**config.mk**
```make
export PLATFORM = sky130hd
export DESIGN_NAME = intdiv_unit
export DESIGN_NICKNAME = d
export VERILOG_FILES = /design/src/rtl/intdiv_pkg.sv /design/src/rtl/intdiv_prep.sv /design/src/rtl/intdiv_core.sv /design/src/rtl/intdiv_post.sv /design/src/rtl/intdiv_unit.sv
export SDC_FILE = /design/constraint.sdc
export NUM_CORES = 1
export LEC_CHECK = 0
export CELL_PAD_IN_SITES_DETAIL_PLACEMENT = 1
export CELL_PAD_IN_SITES_GLOBAL_PLACEMENT = 1
export CORE_ASPECT_RATIO = 1.25
export CORE_MARGIN = 1
export CORE_UTILIZATION = 31
export CTS_CLUSTER_DIAMETER = 100
export CTS_CLUSTER_SIZE = 8
export DETAILED_ROUTE_END_ITERATION = 8
export DONT_BUFFER_PORTS = 1
export PLACE_DENSITY_LB_ADDON = 0.08
export REMOVE_ABC_BUFFERS = 1
export SYNTH_ARGS = -nofsm -noshare
export SYNTH_HDL_FRONTEND = slang
export SYNTH_HIERARCHICAL = 1
export SYNTH_SLANG_ARGS = --single-unit
export TNS_END_PERCENT = 1
```
**constraint.sdc**
```tcl
create_clock -name clk -period 2.3 [get_ports clk]
set_input_delay 0.23 -clock clk [delete_from_list [all_inputs] [get_ports clk]]
set_output_delay 0.23 -clock clk [all_outputs]
set_load 0.01 [all_outputs]
```
**src/rtl/intdiv_pkg.sv**
```systemverilog
package intdiv_pkg;
  typedef enum logic [1:0] {
    DM_WORD = 2'd0,
    DM_L32  = 2'd1,
    DM_L64  = 2'd2
  } dmode_e;

  typedef enum logic [1:0] {
    CS_IDLE = 2'd0,
    CS_RUN  = 2'd1,
    CS_FIN  = 2'd2
  } cstate_e;

  typedef struct packed {
    logic n;
    logic z;
    logic v;
    logic c;
  } ccr_t;
endpackage

```
**src/rtl/intdiv_prep.sv**
```systemverilog
module intdiv_prep
  import intdiv_pkg::*;
#(
  parameter int XLEN = 32
) (
  input  dmode_e              mode,
  input  logic                is_signed,
  input  logic [XLEN-1:0]     lo,
  input  logic [XLEN-1:0]     hi,
  input  logic [XLEN-1:0]     den,
  output logic [2*XLEN-1:0]   dvd_aligned,
  output logic [XLEN-1:0]     den_mag,
  output logic                q_neg,
  output logic                r_neg,
  output logic                den_zero
);
  localparam int HALF = XLEN / 2;
  localparam int W2   = 2 * XLEN;

  logic [XLEN-1:0] den_ext;
  logic            den_neg;
  logic [W2-1:0]   dvd_ext;
  logic [W2-1:0]   dvd_mag;
  logic            dvd_neg;

  // Divisor: word mode narrows to the low half, then extends by signedness.
  always_comb begin
    if (mode == DM_WORD) begin
      if (is_signed) den_ext = {{HALF{den[HALF-1]}}, den[HALF-1:0]};
      else           den_ext = {{HALF{1'b0}}, den[HALF-1:0]};
    end else begin
      den_ext = den;
    end
    den_neg  = is_signed & den_ext[XLEN-1];
    den_mag  = den_neg ? (~den_ext + 1'b1) : den_ext;
    den_zero = (den_ext == '0);
  end

  // Dividend: the 64-bit form takes the high word from the second operand.
  always_comb begin
    if (mode == DM_L64) dvd_ext = {hi, lo};
    else                dvd_ext = {{XLEN{is_signed & lo[XLEN-1]}}, lo};
    dvd_neg = is_signed & dvd_ext[W2-1];
    dvd_mag = dvd_neg ? (~dvd_ext + 1'b1) : dvd_ext;
    // Narrow forms are left-aligned so the core always shifts from the top.
    if (mode == DM_L64) dvd_aligned = dvd_mag;
    else                dvd_aligned = {dvd_mag[XLEN-1:0], {XLEN{1'b0}}};
    q_neg = dvd_neg ^ den_neg;
    r_neg = dvd_neg;
  end
endmodule

```
**src/rtl/intdiv_core.sv**
```systemverilog
module intdiv_core
  import intdiv_pkg::*;
#(
  parameter int XLEN = 32
) (
  input  logic              clk,
  input  logic              rst_ni,
  input  logic              load,
  input  logic              den_zero,
  input  logic              wide,
  input  logic [2*XLEN-1:0] dvd,
  input  logic [XLEN-1:0]   den,
  output logic              busy,
  output logic              fin,
  output logic [2*XLEN-1:0] dq_o,
  output logic [XLEN-1:0]   rem_o
);
  localparam int W2 = 2 * XLEN;
  localparam int CW = $clog2(W2);

  cstate_e         state_q, state_d;
  logic [CW-1:0]   cnt_q, cnt_d;
  logic [XLEN-1:0] rem_q, rem_d;
  logic [W2-1:0]   dq_q, dq_d;
  logic [XLEN-1:0] den_q, den_d;
  logic            dp_en;

  // One restoring step: shift in the next dividend bit, trial subtract.
  logic [XLEN:0]   partial;
  logic [XLEN:0]   trial;
  logic            fits;
  logic [XLEN-1:0] rem_step;
  logic [W2-1:0]   dq_step;

  always_comb begin
    partial  = {rem_q, dq_q[W2-1]};
    trial    = partial - {1'b0, den_q};
    fits     = ~trial[XLEN];
    rem_step = fits ? trial[XLEN-1:0] : partial[XLEN-1:0];
    dq_step  = {dq_q[W2-2:0], fits};
  end

  always_comb begin
    state_d = state_q;
    cnt_d   = cnt_q;
    rem_d   = rem_q;
    dq_d    = dq_q;
    den_d   = den_q;
    unique case (state_q)
      CS_IDLE: begin
        if (load) begin
          rem_d   = '0;
          dq_d    = dvd;
          den_d   = den;
          cnt_d   = wide ? CW'(W2 - 1) : CW'(XLEN - 1);
          state_d = den_zero ? CS_FIN : CS_RUN;
        end
      end
      CS_RUN: begin
        rem_d = rem_step;
        dq_d  = dq_step;
        if (cnt_q == '0) state_d = CS_FIN;
        else             cnt_d   = cnt_q - 1'b1;
      end
      CS_FIN:  state_d = CS_IDLE;
      default: state_d = CS_IDLE;
    endcase
  end

  assign dp_en = load | (state_q != CS_IDLE);

  always_ff @(posedge clk or negedge rst_ni) begin
    if (!rst_ni) state_q <= CS_IDLE;
    else         state_q <= state_d;
  end

  always_ff @(posedge clk) begin
    if (dp_en) begin
      cnt_q <= cnt_d;
      rem_q <= rem_d;
      dq_q  <= dq_d;
      den_q <= den_d;
    end
  end

  assign busy  = (state_q != CS_IDLE);
  assign fin   = (state_q == CS_FIN);
  assign dq_o  = dq_q;
  assign rem_o = rem_q;
endmodule

```
**src/rtl/intdiv_post.sv**
```systemverilog
module intdiv_post
  import intdiv_pkg::*;
#(
  parameter int XLEN = 32,
  parameter int IDXW = 3
) (
  input  dmode_e            mode,
  input  logic              is_signed,
  input  logic              q_neg,
  input  logic              r_neg,
  input  logic              n_prev,
  input  logic              den_zero,
  input  logic [IDXW-1:0]   qidx,
  input  logic [IDXW-1:0]   ridx,
  input  logic [2*XLEN-1:0] dq,
  input  logic [XLEN-1:0]   rem,
  output logic              quo_we,
  output logic [XLEN-1:0]   quo_wd,
  output logic              rem_we,
  output logic [XLEN-1:0]   rem_wd,
  output logic              flags_we,
  output ccr_t              ccr,
  output logic              dz
);
  localparam int HALF = XLEN / 2;
  localparam int W2   = 2 * XLEN;
  localparam logic [W2-1:0] ONE    = W2'(1);
  localparam logic [W2-1:0] LIM_WU = (ONE << HALF) - ONE;
  localparam logic [W2-1:0] LIM_WP = (ONE << (HALF - 1)) - ONE;
  localparam logic [W2-1:0] LIM_WN = ONE << (HALF - 1);
  localparam logic [W2-1:0] LIM_LU = (ONE << XLEN) - ONE;
  localparam logic [W2-1:0] LIM_LP = (ONE << (XLEN - 1)) - ONE;
  localparam logic [W2-1:0] LIM_LN = ONE << (XLEN - 1);

  logic [W2-1:0]   qmag;
  logic [W2-1:0]   lim;
  logic            ovf;
  logic [XLEN-1:0] qres;
  logic [XLEN-1:0] rres;
  logic            is_word;

  always_comb begin
    is_word = (mode == DM_WORD);
    qmag    = (mode == DM_L64) ? dq : {{XLEN{1'b0}}, dq[XLEN-1:0]};
    // Largest magnitude that the destination can hold for this sign.
    if (is_word) lim = !is_signed ? LIM_WU : (q_neg ? LIM_WN : LIM_WP);
    else         lim = !is_signed ? LIM_LU : (q_neg ? LIM_LN : LIM_LP);
    ovf  = (qmag > lim);
    qres = q_neg ? (~qmag[XLEN-1:0] + 1'b1) : qmag[XLEN-1:0];
    rres = r_neg ? (~rem + 1'b1) : rem;
  end

  always_comb begin
    quo_we   = 1'b0;
    rem_we   = 1'b0;
    flags_we = 1'b0;
    dz       = 1'b0;
    ccr      = '0;
    quo_wd   = qres;
    rem_wd   = rres;
    if (is_word) quo_wd = {rres[HALF-1:0], qres[HALF-1:0]};
    if (den_zero) begin
      dz = 1'b1;
    end else if (ovf) begin
      flags_we = 1'b1;
      ccr      = '{n: n_prev, z: 1'b0, v: 1'b1, c: 1'b0};
    end else begin
      flags_we = 1'b1;
      quo_we   = 1'b1;
      rem_we   = !is_word && (ridx != qidx);
      if (is_word) ccr = '{n: qres[HALF-1], z: (qres[HALF-1:0] == '0), v: 1'b0, c: 1'b0};
      else         ccr = '{n: qres[XLEN-1], z: (qres == '0), v: 1'b0, c: 1'b0};
    end
  end
endmodule

```
**src/rtl/intdiv_unit.sv**
```systemverilog
module intdiv_unit
  import intdiv_pkg::*;
#(
  parameter int XLEN = 32,
  parameter int IDXW = 3
) (
  input  logic            clk,
  input  logic            rst_n,
  input  logic            start,
  input  logic            op_long,
  input  logic            op_wide,
  input  logic            op_signed,
  input  logic [IDXW-1:0] quo_idx,
  input  logic [IDXW-1:0] rem_idx,
  input  logic [XLEN-1:0] quo_val,
  input  logic [XLEN-1:0] rem_val,
  input  logic [XLEN-1:0] divisor,
  input  logic            n_prev,
  output logic            busy,
  output logic            done,
  output logic            dz_trap,
  output logic            quo_we,
  output logic [IDXW-1:0] quo_waddr,
  output logic [XLEN-1:0] quo_wdata,
  output logic            rem_we,
  output logic [IDXW-1:0] rem_waddr,
  output logic [XLEN-1:0] rem_wdata,
  output logic            flags_we,
  output logic            flag_n,
  output logic            flag_z,
  output logic            flag_v,
  output logic            flag_c
);
  localparam int W2 = 2 * XLEN;

  // Reset: asserted at once, released on a clock edge.
  logic [1:0] rsync_q;
  logic       rst_ni;
  always_ff @(posedge clk or negedge rst_n) begin
    if (!rst_n) rsync_q <= 2'b00;
    else        rsync_q <= {rsync_q[0], 1'b1};
  end
  assign rst_ni = rsync_q[1];

  dmode_e          mode_in;
  logic            accept;
  logic [W2-1:0]   dvd_al;
  logic [XLEN-1:0] den_mag;
  logic            qneg_in, rneg_in, dz_in;
  logic            core_busy, core_fin;
  logic [W2-1:0]   core_dq;
  logic [XLEN-1:0] core_rem;

  assign mode_in = !op_long ? DM_WORD : (op_wide ? DM_L64 : DM_L32);
  assign accept  = start & ~core_busy;

  intdiv_prep #(.XLEN(XLEN)) u_prep (
    .mode        (mode_in),
    .is_signed   (op_signed),
    .lo          (quo_val),
    .hi          (rem_val),
    .den         (divisor),
    .dvd_aligned (dvd_al),
    .den_mag     (den_mag),
    .q_neg       (qneg_in),
    .r_neg       (rneg_in),
    .den_zero    (dz_in)
  );

  // Context held for the whole operation.
  dmode_e          mode_q, mode_d;
  logic            sgn_q, sgn_d, qneg_q, qneg_d, rneg_q, rneg_d;
  logic            np_q, np_d, dz_q, dz_d;
  logic [IDXW-1:0] qidx_q, qidx_d, ridx_q, ridx_d;

  always_comb begin
    mode_d = mode_q;   sgn_d  = sgn_q;   qneg_d = qneg_q;
    rneg_d = rneg_q;   np_d   = np_q;    dz_d   = dz_q;
    qidx_d = qidx_q;   ridx_d = ridx_q;
    if (accept) begin
      mode_d = mode_in;  sgn_d  = op_signed; qneg_d = qneg_in;
      rneg_d = rneg_in;  np_d   = n_prev;    dz_d   = dz_in;
      qidx_d = quo_idx;  ridx_d = rem_idx;
    end
  end

  always_ff @(posedge clk) begin
    if (accept) begin
      mode_q <= mode_d;  sgn_q  <= sgn_d;  qneg_q <= qneg_d;
      rneg_q <= rneg_d;  np_q   <= np_d;   dz_q   <= dz_d;
      qidx_q <= qidx_d;  ridx_q <= ridx_d;
    end
  end

  intdiv_core #(.XLEN(XLEN)) u_core (
    .clk      (clk),
    .rst_ni   (rst_ni),
    .load     (accept),
    .den_zero (dz_in),
    .wide     (mode_in == DM_L64),
    .dvd      (dvd_al),
    .den      (den_mag),
    .busy     (core_busy),
    .fin      (core_fin),
    .dq_o     (core_dq),
    .rem_o    (core_rem)
  );

  logic            p_quo_we, p_rem_we, p_flags_we, p_dz;
  logic [XLEN-1:0] p_quo_wd, p_rem_wd;
  ccr_t            p_ccr;

  intdiv_post #(.XLEN(XLEN), .IDXW(IDXW)) u_post (
    .mode      (mode_q),
    .is_signed (sgn_q),
    .q_neg     (qneg_q),
    .r_neg     (rneg_q),
    .n_prev    (np_q),
    .den_zero  (dz_q),
    .qidx      (qidx_q),
    .ridx      (ridx_q),
    .dq        (core_dq),
    .rem       (core_rem),
    .quo_we    (p_quo_we),
    .quo_wd    (p_quo_wd),
    .rem_we    (p_rem_we),
    .rem_wd    (p_rem_wd),
    .flags_we  (p_flags_we),
    .ccr       (p_ccr),
    .dz        (p_dz)
  );

  // Result stage: strobes pulse with done, data holds between results.
  logic            done_d, dz_d2, qwe_d, rwe_d, fwe_d;
  logic [IDXW-1:0] qwa_d, rwa_d;
  logic [XLEN-1:0] qwd_d, rwd_d;
  ccr_t            ccr_q, ccr_d;

  always_comb begin
    done_d = core_fin;
    dz_d2  = core_fin & p_dz;
    qwe_d  = core_fin & p_quo_we;
    rwe_d  = core_fin & p_rem_we;
    fwe_d  = core_fin & p_flags_we;
    qwa_d  = quo_waddr;  rwa_d = rem_waddr;
    qwd_d  = quo_wdata;  rwd_d = rem_wdata;
    ccr_d  = ccr_q;
    if (core_fin) begin
      qwa_d = qidx_q;    rwa_d = ridx_q;
      qwd_d = p_quo_wd;  rwd_d = p_rem_wd;
      if (p_flags_we) ccr_d = p_ccr;
    end
  end

  always_ff @(posedge clk or negedge rst_ni) begin
    if (!rst_ni) begin
      done <= 1'b0;  dz_trap <= 1'b0;  quo_we <= 1'b0;
      rem_we <= 1'b0;  flags_we <= 1'b0;
      quo_waddr <= '0;  rem_waddr <= '0;
      quo_wdata <= '0;  rem_wdata <= '0;
      ccr_q <= '0;
    end else begin
      done <= done_d;  dz_trap <= dz_d2;  quo_we <= qwe_d;
      rem_we <= rwe_d;  flags_we <= fwe_d;
      quo_waddr <= qwa_d;  rem_waddr <= rwa_d;
      quo_wdata <= qwd_d;  rem_wdata <= rwd_d;
      ccr_q <= ccr_d;
    end
  end

  assign busy   = core_busy;
  assign flag_n = ccr_q.n;
  assign flag_z = ccr_q.z;
  assign flag_v = ccr_q.v;
  assign flag_c = ccr_q.c;
endmodule

```
# --- Word-level counts from Yosys, hierarchy flattened ---
# Index checks and enable logic that the tools add are counted.
op_classes:
  order_cmp: 1
  n_addsub: 6
  bitwise_logic: 17
  div_mod_pow: 0
  n_mul: 0
  shift: 0
  reduce_logical: 16
  mux: 38
  eq_ne: 8
op_table:
  columns: ["operator", "n"]
  rows:
  - ["$mux W64", 8]
  - ["$mux W32", 9]
  - ["$pmux W64 S2", 1]
  - ["$add A32 B1 Y32 const B", 3]
  - ["$not A32 Y32", 3]
  - ["$add A64 B1 Y64 const B", 1]
  - ["$gt A64 B64 Y1", 1]
  - ["$logic_not A32 Y1", 2]
  - ["$not A64 Y64", 1]
  - ["$pmux W32 S2", 1]
  - ["$sub A33 B32 Y33", 1]
  - ["$mux W6", 3]
  - ["$logic_not A16 Y1", 1]
  - ["$mux W16", 1]
  - ["$pmux W6 S2", 1]
  - ["$mux W2", 5]
  - ["$and A1 B1 Y1", 8]
  - ["$mux W4", 2]
  - ["$eq A2 B2 Y1 const B", 3]
  - ["$logic_not A2 Y1", 3]
  - ["$logic_not A6 Y1", 1]
  - ["$mux W1", 6]
  - ["$reduce_and A3 Y1", 2]
  - ["$sub A6 B1 Y6 const B", 1]
  - ["13 further kinds", 18]
word_totals:
  ram_bits: 0
  wordCells: 113
  latchBits: 0
  inputBits: 109
  n_memories: 0
  mem_bits_ro: 0
  out_inout_bits: 80
  ff_bits: 230

# --- Longest topological paths before layout ---
logic_depth:
  ltp_word: 10
  depth_mapped: 15

# --- Hierarchy ---
# The synthesis kept the hierarchy.
modules_own_cells:
  columns: ["mod", "cells_each", "seq_area_each_um2", "instances", "area_per_inst_um2"]
  rows:
  - ["intdiv_core", 706, 4073.9, 1, 7302.0]
  - ["intdiv_unit", 185, 2417.3, 1, 3573.4]
  - ["intdiv_prep", 575, 0.0, 1, 3522.1]
  - ["intdiv_post", 422, 0.0, 1, 2879.0]

# --- Least setup slack after synthesis ---
# Ideal clock, no wire load.
synth_path:
  path_type: "register to register"
  start: "register u_core.state_q[1]"
  end: "register u_core.dq_q[0], in the netlist u_core/dq_o[0] (enable)"
  path_stages_with_launch: 6
  required_time_ps: 1842
  setup_slack_ps: -1718
  path_buffers: 0
  arrival_time_ps: 3561
  cell_sequence: "dfrtp_1 > nor2_1 > inv_1 > nor2b_1 > nand2_1 > nand2_1"
synth_between:
  elab_chain_cells: 5
  elab_cells_between_ends: 9
  cone_classes: "2 x eq/ne; 3 x bitwise; 4 x reduce/logical"
synth_rtl:
  columns: ["item", "line", "rtl"]
  rows:
  - ["start, declared", "intdiv_core.sv:21", "cstate_e state_q, state_d;"]
  - ["start signal, assigned", "intdiv_core.sv:74", "else state_q <= state_d;"]
  - ["$reduce_bool A2 Y1 (*)", "intdiv_core.sv:86", "assign busy = (state_q != CS_IDLE);"]
  - ["named net busy", "intdiv_unit.sv:19", "output logic busy,"]
  - ["$not A1 Y1 (*)", "intdiv_unit.sv:55", "assign accept = start & ~core_busy;"]
  - ["$and A1 B1 Y1 (*)", "intdiv_unit.sv:55", null]
  - ["named net accept", "intdiv_unit.sv:46", "logic accept;"]
  - ["$ne A2 B1 Y1 (no line) or $or A1 B1 Y1 (tied branches)", null, null]
  - ["$reduce_and A3 Y1 (no line) (*)", null, null]
  - ["end signal, assigned", "intdiv_core.sv:81", "dq_q <= dq_d;"]
  - ["end, declared", "intdiv_core.sv:24", "logic [W2-1:0] dq_q, dq_d;"]
# Mark *: on every way through the listed nets, which the timed path passes. The rest lies on a longest branch.
# A chain may end at the register's enable or synchronous reset.

# --- Worst setup path in the final report ---
layout_path:
  start: "register u_core.dq_q[63], in the netlist u_core/dq_o[63]"
  end: "register u_core.rem_q[20], in the netlist u_core/rem_o[20], data pin"
layout_between:
  elab_chain_cells: 3
layout_rtl:
  columns: ["item", "line", "rtl"]
  rows:
  - ["$sub A33 B32 Y33", "intdiv_core.sv:37", "trial = partial - {1'b0, den_q};"]
  - ["$mux W32", "intdiv_core.sv:39", "rem_step = fits ? trial[XLEN-1:0] : partial[XLEN-1:0];"]
  - ["$pmux W32 S2", "intdiv_core.sv:49", "unique case (state_q)"]
  - ["end signal, assigned", "intdiv_core.sv:80", "rem_q <= rem_d;"]
  - ["end, declared", "intdiv_core.sv:23", "logic [XLEN-1:0] rem_q, rem_d;"]
# No other way between the ends.

==> results.yml <==
run_status:
  status: "finished, violations left"
  violations: "negative setup slack"
timing:
  setup_viol: 73
  hold_violations: 0
  fin_crit_ns: 3.30
  fmax_mhz: 303
  slew_viol_final: 0
  slew_headroom_pct: 56.2
  tightestPinTransition_ns: 0.651
  fin_crit_sh_pct: 143
  rsz0062_at_grt: "yes"
  setup_slack_ns: -0.997
  whs_ns: 0.0100
  skew_ns: 0.0240
synth:
  synth_top_cell_area_share_pct: 25.6
  netlist_top_cells_area: "edfxtp_1 26%, dfrtp_1 12%, nand2_1 6.6%"
  synth_ff_type: "edfxtp_1"
  synth_top_cell_by_area: "edfxtp_1"
  synthArstFlopShare_pct: 36.1
  yosysSeqAreaShare_pct: 37.6
  yosysUniqueCellTypes: 90
  syn_area_um2: 17300
  ys_seq_elements: 230
  syn_avg_cell_area_um2: 9.15
  synth_edf_count: 147
  synthCells: 1888
  yosys_warnings: 6
worst_setup_path:
  cpLargestDelayFamily: "compound AO/OA/AOI/OAI gates"
  cpPeakStageDelay_ns: 0.44
  crit_end: "u_core/rem_o[20]$_SDFFCE_PN0P_"
  cp-end-kind: "flip-flop"
  reg2reg_depth: 15
  critPathLaunchType: "flip-flop"
  worst_r2r_endpoint: "u_core/rem_o[20]$_SDFFCE_PN0P_"
  critPathKind: "flip-flop to flip-flop"
  timing.rr.start: "u_core/dq_o[63]$_DFFE_PP_"
  crit_buf_inv: 3
  crit_start: "u_core/dq_o[63]$_DFFE_PP_"
  crit_fanout: 11
  r2r_slack_ns: -1.0
  path_common_cell: "buf_12"
  cp.depth: 15
  arrival_ns: 3.57
  crit_path_top_delay_cell: "o41a_1"
  path_cells: "inv_1 -> ha_2 -> fa_2 -> nor2b_2 -> o31a_1 -> o41a_1 -> a211oi_4 -> a21bo_4 -> nor3_2 -> nor3_4 -> xnor2_4 -> buf_12 -> buf_12 -> mux2i_1 -> nor2_1"
  required_ns: 2.57
final_layout:
  fin_area_um2: 23100
  utilization_pct: 42.0
  diodes: 0
  nFillCells: 6415
  mostFrequentLayoutCell: "buf_4"
  seq_area_um2: 6490
  mostFrequentLayoutCells: "427 x buf_4, 300 x nand2_1, 173 x nor2_1"
  syn_to_final_growth_pct: 33.8
  layout-drive-gt1-share_pct: 29.5
  multi_input_area_um2: 10400
  num-nets-final: 2463
clocking:
  cts.clk_slew.worst_paths_ns: 0.06
  cts.sinks: 230
  numCtsBuffers: 34
  cts_tree: "yes"
  clockRootBuffer: "clkbuf_16"
  h-tree-depth: 2
  clockBufferDepth: 3
  clkLatencyLatePin_ns: 0.55
floorplan:
  io_pins: 189
  die_w_um: 213
  dieArea_um2: 56700
  core_area_um2: 55000
  start_util_pct: 31.4
  rows: 96
  die_h_um: 266
pwr:
  power_density_nw_per_um2: 1120
  comb_power_share_pct: 54.0
  p_leak_nw: 9.92
  seqPwrFrac_pct: 27.5
  p_sw_w: 0.0102
  intPower_w: 0.0157
  clockPowerShare_pct: 18.5
  ir_worst_vdd_uv: 459
  netSwitchingFraction_pct: 39.4
detailed_routing:
  vias_per_cell: 5.16
  vias: 15800
  postRouteAntennaNets: 0
  wl_per_cell_um: 21.8
  drc: 0
  first_pass_iters: 5
  finalWirelength_um: 66500
  initialDrtViolationCount: 741
flow_run:
  drv_cap: 0
placed_design:
  place_congestion: 0.910
  dp_hpwl_um: 52000
  pre_cts_ws_ns: -1.03
  place_area_um2: 21400
  portBuffers: 0
worst_hold_path:
  min_path_type: "input pin to flip-flop"
global_route:
  grt_pass1_wl_um: 102000
  busiest_layer: "met2"
  grt_use_total_pct: 23.5
  met2_usage_pct: 43.4
  use_met1_pct: 27.4
  grt-ovfl-total: 0
  grt_max_degree: 68
  use_met3_pct: 3.55
  grt_pass1_vias: 17300
  antenna_found_initial: 0
## sequential cells by signal, summed over array words and instances (netlist names), 3 cells and up
name / cells
rem_waddr: 3
u_core/cnt_q: 6
quo_wdata: 32
u_core/den_q: 32
quo_waddr: 3
u_core/dq_o: 64
u_core/rem_o: 32
ridx_q: 3
rem_wdata: 32
qidx_q: 3
## metal layers
layer  wire length [um]  vias to the layer above
li1                   -                     7607
met1              27600                     7814
met2              34700                      272
met3               2410                       88
met4               1790                        0
met5                  0                        -
## cell usage after synthesis, types with 5 or more instances
cell type	n
nor4b_1	9
nand4b_1	5
o31ai_1	26
nor4_1	41
ha_1	57
o211ai_1	8
edfxtp_1	147
nand2b_1	16
mux2_4	50
mux2i_1	62
buf_6	15
nor2_1	174
xor2_1	53
and3_1	7
nand4_1	26
a211oi_1	12
o21ai_0	75
a21o_1	17
clkbuf_1	76
mux2_2	16
mux2_1	11
or3_1	14
xnor2_1	125
nand3b_1	7
or4_1	15
o2111ai_1	6
nor2b_1	15
inv_1	63
a22oi_1	8
a31oi_1	21
buf_4	8
buf_2	9
nand2_1	306
a41oi_1	8
o21a_1	8
nor3_1	41
a21oi_1	92
and2_1	15
nand3_1	27
buf_1	7
or4_4	5
dfrtp_1	83
o41ai_1	14
## power groups by stage
stage	Combinational, W	Sequential (W)	Clock [W]
after floorplan	0.00676	0.00738	0
final	0.0140	0.00713	0.00480
after global routing	0.0154	0.00728	0.00507
after detailed placement	0.0136	0.00720	0
after CTS	0.0140	0.00717	0.00495
after global placement	0.0133	0.00717	0
## logic make-up after synthesis
logic type,share of synthesized area [%]
and+or+nand+nor,21.4
AOI/OAI and AO/OA,13.1
DFF,37.6
xor gates and xnor gates,9.18
buffers and inverters,4.76
muxes,9.70
adders and majority gates,4.24
other,0.0435
## per-stage QoR
stage | instances | power (W) | TNS (ns)
global placement | 2964 | 0.0205 | -86.05
detailed placement | 2964 | 0.0208 | -89.55
global route | 3056 | 0.0277 | -55.16
finish | 3056 | 0.0259 | -43.58
floorplan | 1773 | 0.0141 | -821.19
CTS | 3055 | 0.0261 | -43.91
## worst min-delay path by stage
stage	start	slack, ns	cells past startpoint	endpoint
floorplan	rst_n	-0.07	0	rsync_q[0]$_DFF_PN0_
global placement	rst_n	-0.07	0	rsync_q[0]$_DFF_PN0_
detailed placement	rst_n	-0.07	0	rsync_q[0]$_DFF_PN0_
CTS	divisor[12]	0.005	2	u_core/den_q[13]$_DFFE_PP_
global route	divisor[26]	0.01	2	u_core/den_q[26]$_DFFE_PP_
finish	divisor[26]	0.01	2	u_core/den_q[26]$_DFFE_PP_
## repair_timing
item / in CTS / in global routing
pin swaps: 10 / 7
hold endpoints to repair: 31 / 0
cloned: 0 / 0
resized for setup: 74 / 30
hold buffers: 30 / 0
setup endpoints to repair: 116 / 106
buffers inserted: 0 / 1
## layout make-up
cell class,instances,area share [%]
inverter,63,1.02
sequential,230,28.1
clock inverter,3,0.146
clock buffer,58,4.11
timing repair buffer,487,17.5
multi-input combinational,1480,45.2
tap,735,3.98
Note: power is estimated with default switching activity, not from simulation.
